<file path="src/rtl/mpr_pkg.sv">
package mpr_pkg;
  typedef enum logic [2:0] {
    SM_IDLE  = 3'd0,
    SM_START = 3'd1,
    SM_BITS  = 3'd2,
    SM_STOP  = 3'd3,
    SM_BREAK = 3'd4
  } samp_state_e;

  typedef enum logic {
    FLT_IGNORE = 1'b0,
    FLT_ACCEPT = 1'b1
  } filt_state_e;
endpackage

</file>
<file path="src/rtl/mpr_sync.sv">
module mpr_sync #(
  parameter int STAGES = 2
) (
  input  logic clk,
  input  logic rst_n,
  input  logic din,
  output logic dout
);
  logic [STAGES-1:0] ff_q;

  for (genvar g = 0; g < STAGES; g++) begin : g_stage
    if (g == 0) begin : g_first
      always_ff @(posedge clk or negedge rst_n) begin
        if (!rst_n) ff_q[g] <= 1'b1;
        else        ff_q[g] <= din;
      end
    end else begin : g_next
      always_ff @(posedge clk or negedge rst_n) begin
        if (!rst_n) ff_q[g] <= 1'b1;
        else        ff_q[g] <= ff_q[g-1];
      end
    end
  end

  assign dout = ff_q[STAGES-1];
endmodule

</file>
<file path="src/rtl/mpr_sampler.sv">
module mpr_sampler
  import mpr_pkg::*;
#(
  parameter int DATA_W = 8,
  parameter int OSR    = 16
) (
  input  logic              clk,
  input  logic              rst_n,
  input  logic              tick,
  input  logic              rx_s,
  output logic              done,
  output logic [DATA_W-1:0] frm_data,
  output logic              frm_mpb,
  output logic              frm_stop_ok
);
  localparam int NBITS = DATA_W + 1;
  localparam int CNT_W = $clog2(OSR);
  localparam int BIT_W = $clog2(NBITS);
  localparam logic [CNT_W-1:0] MID  = CNT_W'(OSR / 2 - 1);
  localparam logic [CNT_W-1:0] LAST = CNT_W'(OSR - 1);

  samp_state_e      st_q, st_d;
  logic [CNT_W-1:0] cnt_q, cnt_d;
  logic [BIT_W-1:0] bit_q, bit_d;
  logic [NBITS-1:0] shf_q, shf_d;
  logic             done_q, done_d;
  logic             stop_q, stop_d;

  always_comb begin
    st_d   = st_q;
    cnt_d  = cnt_q;
    bit_d  = bit_q;
    shf_d  = shf_q;
    done_d = 1'b0;
    stop_d = stop_q;
    unique case (st_q)
      SM_IDLE: begin
        if (tick && !rx_s) begin
          st_d  = SM_START;
          cnt_d = '0;
        end
      end
      SM_START: begin
        if (tick) begin
          if (cnt_q == MID) begin
            cnt_d = '0;
            bit_d = '0;
            st_d  = rx_s ? SM_IDLE : SM_BITS;
          end else begin
            cnt_d = cnt_q + CNT_W'(1);
          end
        end
      end
      SM_BITS: begin
        if (tick) begin
          if (cnt_q == LAST) begin
            cnt_d = '0;
            shf_d = {rx_s, shf_q[NBITS-1:1]};
            if (bit_q == BIT_W'(NBITS - 1)) st_d = SM_STOP;
            else                            bit_d = bit_q + BIT_W'(1);
          end else begin
            cnt_d = cnt_q + CNT_W'(1);
          end
        end
      end
      SM_STOP: begin
        if (tick) begin
          if (cnt_q == LAST) begin
            stop_d = rx_s;
            done_d = 1'b1;
            st_d   = rx_s ? SM_IDLE : SM_BREAK;
          end else begin
            cnt_d = cnt_q + CNT_W'(1);
          end
        end
      end
      SM_BREAK: begin
        if (rx_s) st_d = SM_IDLE;
      end
      default: st_d = SM_IDLE;
    endcase
  end

  always_ff @(posedge clk or negedge rst_n) begin
    if (!rst_n) begin
      st_q   <= SM_IDLE;
      cnt_q  <= '0;
      bit_q  <= '0;
      shf_q  <= '0;
      done_q <= 1'b0;
      stop_q <= 1'b1;
    end else begin
      st_q   <= st_d;
      cnt_q  <= cnt_d;
      bit_q  <= bit_d;
      shf_q  <= shf_d;
      done_q <= done_d;
      stop_q <= stop_d;
    end
  end

  assign done        = done_q;
  assign frm_data    = shf_q[DATA_W-1:0];
  assign frm_mpb     = shf_q[NBITS-1];
  assign frm_stop_ok = stop_q;

  AST_DONE_PULSE: assert property (@(posedge clk) disable iff (!rst_n)
    done_q |=> !done_q);
  AST_BREAK_WAITS_HIGH: assert property (@(posedge clk) disable iff (!rst_n)
    (st_q == SM_BREAK && !rx_s) |=> (st_q == SM_BREAK));
  AST_GLITCH_NO_BITS: assert property (@(posedge clk) disable iff (!rst_n)
    (st_q == SM_START && tick && cnt_q == MID && rx_s) |=> (st_q == SM_IDLE));
  AST_HOLD_NO_TICK: assert property (@(posedge clk) disable iff (!rst_n)
    (!tick && st_q != SM_BREAK) |=> ($stable(cnt_q) && $stable(st_q)));
endmodule

</file>
<file path="src/rtl/mpr_filter.sv">
module mpr_filter
  import mpr_pkg::*;
#(
  parameter int DATA_W = 8
) (
  input  logic              clk,
  input  logic              rst_n,
  input  logic              done,
  input  logic [DATA_W-1:0] frm_data,
  input  logic              frm_mpb,
  input  logic              frm_stop_ok,
  input  logic [DATA_W-1:0] station_id,
  input  logic              pass_id,
  input  logic              rd_ack,
  input  logic              err_clr,
  output logic [DATA_W-1:0] rx_data,
  output logic              rx_valid,
  output logic              rx_is_id,
  output logic              frame_err,
  output logic              overrun_err
);
  filt_state_e       fst_q, fst_d;
  logic [DATA_W-1:0] data_q, data_d;
  logic              valid_q, valid_d;
  logic              isid_q, isid_d;
  logic              ferr_q, ferr_d;
  logic              ovr_q, ovr_d;
  logic              good, id_hit, deliver, blocked;

  always_comb begin
    good    = done && frm_stop_ok;
    id_hit  = (frm_data == station_id);
    deliver = good && (frm_mpb ? (id_hit && pass_id) : (fst_q == FLT_ACCEPT));
    blocked = valid_q && !rd_ack;

    fst_d   = fst_q;
    data_d  = data_q;
    valid_d = valid_q;
    isid_d  = isid_q;
    ferr_d  = ferr_q;
    ovr_d   = ovr_q;

    if (good && frm_mpb) fst_d = id_hit ? FLT_ACCEPT : FLT_IGNORE;

    if (rd_ack) valid_d = 1'b0;
    if (deliver) begin
      if (blocked) begin
        ovr_d = 1'b1;
      end else begin
        data_d  = frm_data;
        isid_d  = frm_mpb;
        valid_d = 1'b1;
      end
    end

    if (err_clr) begin
      ferr_d = 1'b0;
      if (!(deliver && blocked)) ovr_d = 1'b0;
    end
    if (done && !frm_stop_ok) ferr_d = 1'b1;
  end

  always_ff @(posedge clk or negedge rst_n) begin
    if (!rst_n) begin
      fst_q   <= FLT_IGNORE;
      data_q  <= '0;
      valid_q <= 1'b0;
      isid_q  <= 1'b0;
      ferr_q  <= 1'b0;
      ovr_q   <= 1'b0;
    end else begin
      fst_q   <= fst_d;
      data_q  <= data_d;
      valid_q <= valid_d;
      isid_q  <= isid_d;
      ferr_q  <= ferr_d;
      ovr_q   <= ovr_d;
    end
  end

  assign rx_data     = data_q;
  assign rx_valid    = valid_q;
  assign rx_is_id    = isid_q;
  assign frame_err   = ferr_q;
  assign overrun_err = ovr_q;

  AST_VALID_NEEDS_FRAME: assert property (@(posedge clk) disable iff (!rst_n)
    $rose(valid_q) |-> $past(done));
  AST_IGNORED_SILENT: assert property (@(posedge clk) disable iff (!rst_n)
    (done && !frm_mpb && fst_q == FLT_IGNORE && !err_clr)
      |=> ($stable(data_q) && $stable(ovr_q)));
  AST_ACK_CLEARS: assert property (@(posedge clk) disable iff (!rst_n)
    (rd_ack && !done) |=> !valid_q);
  AST_OVR_KEEPS_DATA: assert property (@(posedge clk) disable iff (!rst_n)
    $rose(ovr_q) |-> $stable(data_q));
  AST_FERR_NO_LOAD: assert property (@(posedge clk) disable iff (!rst_n)
    (done && !frm_stop_ok) |=> ($stable(data_q) && $stable(fst_q) && ferr_q));
endmodule

</file>
<file path="src/rtl/mpr_rx.sv">
module mpr_rx #(
  parameter int DATA_W      = 8,
  parameter int OSR         = 16,
  parameter int SYNC_STAGES = 2
) (
  input  logic              clk,
  input  logic              rst_n,
  input  logic              os_tick,
  input  logic              rxd,
  input  logic [DATA_W-1:0] station_id,
  input  logic              pass_id,
  input  logic              rd_ack,
  input  logic              err_clr,
  output logic [DATA_W-1:0] rx_data,
  output logic              rx_valid,
  output logic              rx_is_id,
  output logic              frame_err,
  output logic              overrun_err
);
  logic              rx_s;
  logic              done;
  logic [DATA_W-1:0] frm_data;
  logic              frm_mpb;
  logic              frm_stop_ok;

  mpr_sync #(.STAGES(SYNC_STAGES)) u_sync (
    .clk  (clk),
    .rst_n(rst_n),
    .din  (rxd),
    .dout (rx_s)
  );

  mpr_sampler #(.DATA_W(DATA_W), .OSR(OSR)) u_samp (
    .clk        (clk),
    .rst_n      (rst_n),
    .tick       (os_tick),
    .rx_s       (rx_s),
    .done       (done),
    .frm_data   (frm_data),
    .frm_mpb    (frm_mpb),
    .frm_stop_ok(frm_stop_ok)
  );

  mpr_filter #(.DATA_W(DATA_W)) u_filt (
    .clk        (clk),
    .rst_n      (rst_n),
    .done       (done),
    .frm_data   (frm_data),
    .frm_mpb    (frm_mpb),
    .frm_stop_ok(frm_stop_ok),
    .station_id (station_id),
    .pass_id    (pass_id),
    .rd_ack     (rd_ack),
    .err_clr    (err_clr),
    .rx_data    (rx_data),
    .rx_valid   (rx_valid),
    .rx_is_id   (rx_is_id),
    .frame_err  (frame_err),
    .overrun_err(overrun_err)
  );
endmodule

</file>
<file path="config.mk">
export PLATFORM = sky130hd
export DESIGN_NAME = mpr_rx
export DESIGN_NICKNAME = d
export VERILOG_FILES = /design/src/rtl/mpr_pkg.sv /design/src/rtl/mpr_sync.sv /design/src/rtl/mpr_sampler.sv /design/src/rtl/mpr_filter.sv /design/src/rtl/mpr_rx.sv
export SDC_FILE = /design/constraint.sdc
export NUM_CORES = 1
export LEC_CHECK = 0
export ABC_AREA = 1
export BUFFER_PORTS_ARGS = -buffer_cell sky130_fd_sc_hd__buf_2
export CORE_UTILIZATION = 50
export DETAILED_ROUTE_END_ITERATION = 10
export GPL_TIMING_DRIVEN = 0
export PLACE_DENSITY_LB_ADDON = 0.05
export SLEW_MARGIN = 20
export SYNTH_ARGS = -nofsm -noshare
export SYNTH_HDL_FRONTEND = slang
export SYNTH_SLANG_ARGS = --single-unit
</file>
<file path="constraint.sdc">
create_clock -name clk -period 3.5 [get_ports clk]
set_input_delay 1.05 -clock clk [delete_from_list [all_inputs] [get_ports clk]]
set_output_delay 1.05 -clock clk [all_outputs]
set_load 0.01 [all_outputs]
</file>
# Word level (Yosys, flattened, before mapping)
# Cells that the tools add are included.
dict set report op_classes {
  add_sub_neg 2
  n_eq_ne 19
  muxes 40
  bitwise_logic 1
  reduce_logical 21
}
# op count
set ops {}
lappend ops {{$mux W4} 12}
lappend ops {{$mux W3} 10}
lappend ops {{$pmux W4 S4} 1}
lappend ops {{$pmux W3 S5} 1}
lappend ops {{$mux W1} 14}
lappend ops {{$ne A2 B2 Y1 const B} 6}
lappend ops {{$reduce_and A6 Y1} 2}
lappend ops {{$ne A2 B1 Y1 const B} 5}
lappend ops {{$reduce_and A9 Y1} 1}
lappend ops {{$add A4 B1 Y4 const B} 2}
lappend ops {{$eq A4 B4 Y1 const B} 2}
lappend ops {{$eq A8 B8 Y1} 1}
lappend ops {{$logic_and A1 B1 Y1} 8}
lappend ops {{$pmux W4 S2} 1}
lappend ops {{$eq A3 B2 Y1 const B} 2}
lappend ops {{$reduce_and A3 Y1} 2}
lappend ops {{$eq A4 B3 Y1 const B} 1}
lappend ops {{$reduce_bool A2 Y1} 2}
lappend ops {{$reduce_bool A4 Y1} 1}
lappend ops {{$eq A3 B1 Y1 const B} 1}
lappend ops {{$eq A3 B3 Y1 const B} 1}
lappend ops {{$logic_not A1 Y1} 3}
lappend ops {{$logic_not A3 Y1} 1}
lappend ops {{$mux W2} 1}
lappend ops {{2 further kinds} 2}
dict set report word_totals {
  ff_bits 37
  inputBits 15
  out_inout_bits 12
  elab_cells 97
}

# Logic depth before layout (Yosys ltp)
# Gate-level depths: netlist (run 1).
dict set report logic_depth {
  word_depth 7
  depth_mapped 10
  ltp_nobuf 10
}

# Modules after synthesis
# A second synthesis (run 1) with hierarchy kept.
dict set report unflattened {
  hier_cells 243
  hier_area_um2 2087.0
}
# mod instances cells_each area_per_inst_um2 seq_area_each_um2
set by_module_without_submodules {}
lappend by_module_without_submodules {mpr_sampler 1 154 1333.8 551.8}
lappend by_module_without_submodules {mpr_filter 1 87 700.7 325.3}
lappend by_module_without_submodules {mpr_sync 1 2 52.6 52.6}

# Worst setup path after synthesis (run 1)
# No wires, ideal clock.
dict set report synth_timing {
  kind {input to register}
  start {input port station_id[7]}
  end {register u_filt.data_q[0] (netlist: u_filt.rx_data[0])}
  setup_time_ns 0.118
  t_arrival_ns 1.835
  t_required_ns 3.382
  setup_slack_ns 1.547
  path_stages 8
  path_buffers 0
  cell_sequence {xnor2_1 -> nand2_1 -> nor2_1 -> nand3_1 -> nand2_1 -> nand3_1 -> nand2_1 -> nand2_1}
}
dict set report synth_between {
  elab_chain_cells 5
}
# element line_no
set synth_rtl {}
lappend synth_rtl {{start, declared} mpr_rx.sv:10} ;# input logic [DATA_W-1:0] station_id,
lappend synth_rtl {{$eq A8 B8 Y1} mpr_filter.sv:32} ;# id_hit = (frm_data == station_id);
lappend synth_rtl {{$logic_and A1 B1 Y1} mpr_filter.sv:33} ;# deliver = good && (frm_mpb ? (id_hit && pass_id) : (fst_q == FLT_ACCEPT));
lappend synth_rtl {{$mux W1} mpr_filter.sv:33}
lappend synth_rtl {{$logic_and A1 B1 Y1} mpr_filter.sv:33}
lappend synth_rtl {{$reduce_and A2 Y1 (no source line)} n/a}
lappend synth_rtl {{end signal, assigned} mpr_filter.sv:73} ;# data_q <= data_d;
lappend synth_rtl {{end, declared} mpr_filter.sv:23} ;# logic [DATA_W-1:0] data_q, data_d;
# Every way passes these cells.
# A chain may end at the register's enable or synchronous reset.

# Worst setup path in the final report (run 1)
dict set report layout_timing {
  start {input port station_id[0]}
  end {register u_filt.data_q[3] (netlist: u_filt.rx_data[3])}
}
# Same word-level chain as after synthesis.

==> flow_summary.yaml, run 1 <==
detailed_routing:
  drt_pass1_iterations: 4
  drt_first_iter_violations: 56
  via_per_inst: 4.96
  ant_nets: 0
  wl_per_cell_um: 10.7
  drc_errors: 0
  wl_um: 3250
  vias: 1504
final_layout:
  drive_gt1_share_pct: 19.8
  seq_area_sq_um: 930
  post-route-cell-area_sq_um: 2120
  syn_to_final_growth_pct: 14.6
  multi_input_area_sq_um: 793
  diodes: 0
  finalNetCount: 274
  nFillCells: 320
sta:
  fin_crit_ps: 1980
  rsz0062_at_grt: "false"
  finalSetupTns_ps: 0
  setup_violations: 0
  max_slew.worst_pin.slew_ps: 783
  hold_viol: 0
  fin_worst_skew_ps: 11.6
  fmax_mhz: 506
  slew_violations: 0
  period_share_pct: 56.5
  setup_slack_ps: 1520
  relSlewSlack_pct: 47.8
synthesis:
  ys_types: 28
  netlist_area_sq_um: 1850
  synthArstFlopShare_pct: 100
  syn_nets: 241
  synth.area.top_cells: "dfrtp_1, nand2_1, o21ai_0"
  synth_edf_count: 0
  synth-xor-area-share_pct: 4.27
  synth_top_area_share_pct: 46.1
  synth_cells: 223
  synthAdderAreaFrac_pct: 2.03
  synth_top_family_by_area: "simple AND/OR/NAND/NOR gates"
  avgSynthCellArea_sq_um: 8.28
  ys_ff_latch: 37
  synth_compound_area_share_pct: 8.67
  synthFlopType: "dfrtp_1"
  synth_warnings: 0
  yosysTopAreaCell: "dfrtp_1"
  synth-simple-area-share_pct: 28.0
  muxShareOfSynthArea_pct: 0
  yosysSeqAreaShare_pct: 50.3
power_and_ir_drop:
  power.density_nw_per_um2: 512
  p_int_mw: 0.704
  clkPwrFrac_pct: 25.7
  p_total_mw: 1.08
  p_sw_mw: 0.380
  seq_power_share_pct: 46.3
  power_switching_share_pct: 35.1
  comb_power_share_pct: 27.9
  vdd_drop_max_v: 0.000261
  leakagePower_nw: 1.09
worst_hold_path:
  hold_depth: 0
  worst_hold_path.endpoint: "u_sync.dout"
  hp-class: "reg2reg"
  min_from: "u_sync.ff_q[0]"
floorplanning:
  ios: 27
  start_util_pct: 53.7
  die_height_um: 62.8
  coreArea_sq_um: 3440
  dieWidth_um: 62.8
  dieArea_sq_um: 3940
  rows: 21
clock_network:
  clk_latency_ps: 280
  cts_setup_buffers: 0
  clkSlewWorstSetupHoldPaths_ps: 70
  htreeDepth: 2
  ctsResizeCount: 0
  clock-sinks: 37
  numCtsBuffers: 5
  tritoncts: "built"
  hold_buffers: 0
  clockBufferDepth: 2
  clockRootBuffer: "clkbuf_8"
worst_setup_path:
  worstReg2RegEnd: "u_samp.bit_q[1]"
  r2r_cells: 9
  reg2reg_from: "u_samp.cnt_q[0]"
  r2r_slack_ps: 1820
  critPathLaunchType: "primary input"
  cp.required_ps: 3680
  cp-end-kind: "flop"
  crit_fanout: 9
  path_class: "in2reg"
  worstPathArrival_ps: 2150
global_route:
  track_usage_pct: 20.1
  antenna_found_initial: 0
  grt_max_degree: 38
  grt_pass1_vias: 1404
  grt_pass1_wl_um: 6100
  overflow: 0
placed_design:
  port_buffers: 26
  placed_area_sq_um: 2030
  pre_cts_ws_ps: 1210
  dpl.hpwl_um: 2440
  gp_congestion: 0.841
run_status:
  outcome: "finished clean"
run:
  cap_viol_max_count: 0
[cell type report]
type                       count  area share, %
buffer                         4          0.946
inverter                      27           4.91
sequential                    37           43.9
timing repair buffer          26           6.15
clock inverter                 1          0.237
tap                           46           2.72
clock buffer                   7           3.61
multi-input combinational    155           37.5
[critical path: stages]
cell	delay, ps
buf_2	100
xnor2_1	140
nand2_1	80
nor2_1	150
nand3_1	90
nand2_1	80
nand3_1	260
nand2_1	150
nand2_1	50
[state kept, by name, indices dropped and copies added, names as in the netlist, 3 cells and up]
name	count
u_samp.shf_q	9
u_filt.rx_data	8
u_samp.bit_q	4
u_samp.cnt_q	4
u_samp.st_q	3
[cell usage after synthesis, types with 2 or more instances]
master    count
nand4_1       9
dfstp_2       3
a21oi_1       5
dfrtp_1      34
nand2_2       2
inv_2         2
o21ai_1       2
xnor2_1       6
ha_1          3
nand3_2       2
inv_1        24
nand2_1      61
a31o_2        2
nor2_2        2
o21ai_0      20
nor2_1       19
xor2_1        3
clkbuf_1      2
nand3_1      13
[per-layer routing]
metal | track usage [%] | vias up | share of wire [%]
met5 | 0 | - | 0
met4 | 7.85 | 0 | 1.6
met3 | 5.84 | 6 | 4.3
met2 | 34.0 | 32 | 47
met1 | 23.9 | 679 | 47
li1 | - | 787 | -
[cells in the final DEF, fill, tap and decap left out]
| cell | count |
|---|---|
| a31o_2 | 2 |
| inv_4 | 1 |
| nand2_4 | 1 |
| o21ai_0 | 20 |
| nand2_1 | 61 |
| inv_1 | 24 |
| nand3_1 | 13 |
| ha_1 | 3 |
| nand4_1 | 9 |
| nor2_2 | 2 |
| clkbuf_8 | 5 |
| nor4_1 | 1 |
| clkbuf_1 | 4 |
| nor2_1 | 19 |
| buf_4 | 1 |
| a21oi_1 | 5 |
| nand3_2 | 2 |
| buf_2 | 27 |
| clkinv_2 | 1 |
| inv_2 | 2 |
| xnor2_1 | 6 |
| nor3_4 | 1 |
| dfstp_2 | 3 |
| xor2_1 | 3 |
| nor3_1 | 1 |
| dfrtp_1 | 34 |
| nand2_2 | 2 |
| o21ai_1 | 2 |
| nor2_4 | 1 |
| o211ai_1 | 1 |
[power groups by stage]
stage	sequential [mW]	combinational (mW)	clock, mW
after floorplan	0.505	0.234	0
after global placement	0.510	0.298	0
after detailed placement	0.511	0.302	0
after CTS	0.503	0.303	0.290
after global routing	0.508	0.355	0.317
final	0.502	0.303	0.279
[worst max path at each step]
stage | startpoint | to | depth (start not counted)
after floorplan | station_id[7] | u_filt.rx_data[0] | 8
after global placement | station_id[0] | u_filt.rx_data[1] | 9
after detailed placement | station_id[0] | u_filt.rx_data[3] | 9
after CTS | station_id[0] | u_filt.rx_data[3] | 9
after global routing | station_id[0] | u_filt.rx_data[3] | 9
final | station_id[0] | u_filt.rx_data[3] | 9
[logic make-up (layout without fill, tap and decap cells)]
logic type,count (synthesis),count (layout)
compound gates,30,30
xor+xnor,9,9
fa+ha+maj,3,3
buf+inv,31,65
flops,37,37
simple gates,113,113
[through the flow]
step                hold slack [ps]  util [%]  instances
floorplan                       345         -        223
global placement                347      59.1        295
detailed placement              349      59.1        295
CTS                             358      61.5        303
global route                    360      61.5        303
finish                          358      61.5        303
(Power assumes the default switching activity.)
==> inputs of run 2 (changes only) <==
==> constraint.sdc (replaced) <==
create_clock -name clk -period 1.6 [get_ports clk]
set_input_delay 0.48 -clock clk [delete_from_list [all_inputs] [get_ports clk]]
set_output_delay 0.48 -clock clk [all_outputs]
set_load 0.01 [all_outputs]
==> flow_summary.yaml, run 2 (same netlist as run 1, synthesis figures left out) <==
floorplanning:
  dieWidth_um: 62.8
  die_height_um: 62.8
  rows: 21
  coreArea_sq_um: 3440
  dieArea_sq_um: 3940
  ios: 27
  start_util_pct: 53.7
worst_setup_path:
  worstReg2RegEnd: "u_samp.bit_q[2]"
  cp.required_ps: 1780
  reg2reg_from: "u_samp.cnt_q[1]"
  cpMaxStageDelayCell: "dfrtp_1"
  worstPathArrival_ps: 1720
  slowest_delay_ps: 350
  critPathMostFrequentCell: "nor2_4"
  crit_chain: "ha_2, nand2_2, nor2_4, nor2_2, nor2_4, inv_2, nor3_4, buf_4, o21ai_1"
  r2r_cells: 9
  cp_num_buf_inv: 2
  path_class: "reg2reg"
  critPathLaunchType: "flop"
  crit_fanout: 8
  cp-end-kind: "flop"
  crit_family: "simple AND/OR/NAND/NOR gates"
  r2r_slack_ps: 50
detailed_routing:
  drt_first_iter_violations: 71
  vias: 1530
  wl_per_cell_um: 11.0
  ant_nets: 0
  drc_errors: 0
  wl_um: 3430
  drt_pass1_iterations: 4
  via_per_inst: 4.90
power_and_ir_drop:
  power_switching_share_pct: 35.5
  comb_power_share_pct: 34.3
  p_total_mw: 2.61
  p_sw_mw: 0.927
  vdd_drop_max_v: 0.000682
  p_int_mw: 1.68
  seq_power_share_pct: 42.2
  clkPwrFrac_pct: 23.4
  power.density_nw_per_um2: 1160
  leakagePower_nw: 1.14
sta:
  rsz0062_at_grt: "true"
  max_slew.worst_pin.slew_ps: 786
  hold_viol: 0
  fin_crit_ps: 1550
  period_share_pct: 96.7
  relSlewSlack_pct: 47.6
  fin_worst_skew_ps: 12.9
  whs_ps: 274
  fmax_mhz: 646
  finalSetupTns_ps: 0
  slew_violations: 0
  setup_violations: 0
global_route:
  antenna_found_initial: 0
  grt_pass1_vias: 1416
  grt_pass1_wl_um: 6150
  overflow: 0
  grt_max_degree: 38
  track_usage_pct: 20.2
final_layout:
  largest_reg_flops: 9
  finalNetCount: 283
  nFillCells: 306
  drive_gt1_share_pct: 29.3
  final_cell_mix: "nand2_1, dfrtp_1, buf_2"
  regMostFlops: "u_samp.shf_q"
  diodes: 0
  syn_to_final_growth_pct: 22.3
  multi_input_area_sq_um: 858
  final_util_pct: 65.6
  final_cells: 312
  mostFrequentLayoutCell: "nand2_1"
  seq_area_sq_um: 932
placed_design:
  gp_congestion: 0.841
  port_buffers: 26
  dp.cells: 295
  dpl.hpwl_um: 2440
clock_network:
  clockBufferDepth: 2
  clockRootBuffer: "clkbuf_8"
  clk_latency_ps: 280
  htreeDepth: 2
  tritoncts: "built"
  numCtsBuffers: 5
  clkSlewWorstSetupHoldPaths_ps: 70
  clock-sinks: 37
run_status:
  outcome: "finished clean"
run:
  cap_viol_max_count: 0
worst_hold_path:
  hp-class: "in2async"
-- run 2: changes by cell type in the layout (fill, tap and decap cells not counted), moves of 3 or more --
cell | before | now
buf_4 | 1 | 10
nand2_1 | 61 | 57
nor2_4 | 1 | 4
nand2_2 | 2 | 6
nor2_1 | 19 | 14
o21ai_0 | 20 | 16
-- run 2: layout make-up --
cell class	instances	area share (%)
sequential	37	41.3
clock buffer	7	3.38
timing repair buffer	35	8.75
buffer	4	1.22
multi-input combinational	155	38.0
clock inverter	1	0.222
tap	46	2.55
inverter	27	4.60
-- run 2: timing repair --
item | 4_1_cts | 5_1_grt
hold buffers | 0 | 0
setup endpoints to repair | 6 | 30
setup buffers | 4 | 5
resized for setup | 2 | 28
pin swaps | 4 | 10
cloned | 0 | 0
-- run 2: stage by stage --
step	setup slack [ps]	area [sq um]
floorplan	155	1850
global placement	-100	2030
detailed placement	-122	2030
CTS	-4.86	2150
global route	-78.4	2260
finish	52.5	2260
-- run 2: how the worst max path moves through the flow --
| stage | start | end | depth (start not counted) |
|---|---|---|---|
| after global placement | station_id[0] | u_filt.rx_data[1] | 9 |
| after global routing | u_samp.cnt_q[1] | u_samp.bit_q[1] | 9 |
| after floorplan | u_samp.cnt_q[0] | u_samp.st_q[1] | 10 |
| after CTS | u_samp.cnt_q[1] | u_samp.bit_q[1] | 9 |
| after detailed placement | station_id[0] | u_filt.rx_data[3] | 9 |
| final | u_samp.cnt_q[1] | u_samp.bit_q[2] | 9 |
-- run 2: routing by layer --
metal | routed length [um] | vias to the layer above | share of wire (%) | global-route usage, %
met5 | 0 | - | 0 | 0
met4 | 27 | 0 | 0.79 | 7.85
met3 | 137 | 2 | 4.0 | 5.84
met2 | 1720 | 31 | 50 | 34.4
met1 | 1550 | 695 | 45 | 24.1
li1 | - | 802 | - | -
-- run 2: power groups by stage --
stage | sequential [mW] | clock, mW | combinational, mW
2_1_floorplan | 1.11 | 0 | 0.511
3_3_place_gp | 1.12 | 0 | 0.652
3_5_place_dp | 1.12 | 0 | 0.660
4_1_cts | 1.09 | 0.635 | 0.709
5_1_grt | 1.11 | 0.695 | 1.01
6_report | 1.10 | 0.611 | 0.896
-- run 2: worst register-to-register path, stage by stage, from the launching register on --
cell and delay (ps):
dfrtp_1 350, ha_2 190, nand2_2 80, nor2_4 110
nor2_2 60, nor2_4 130, inv_2 60, nor3_4 260
buf_4 170, o21ai_1 50
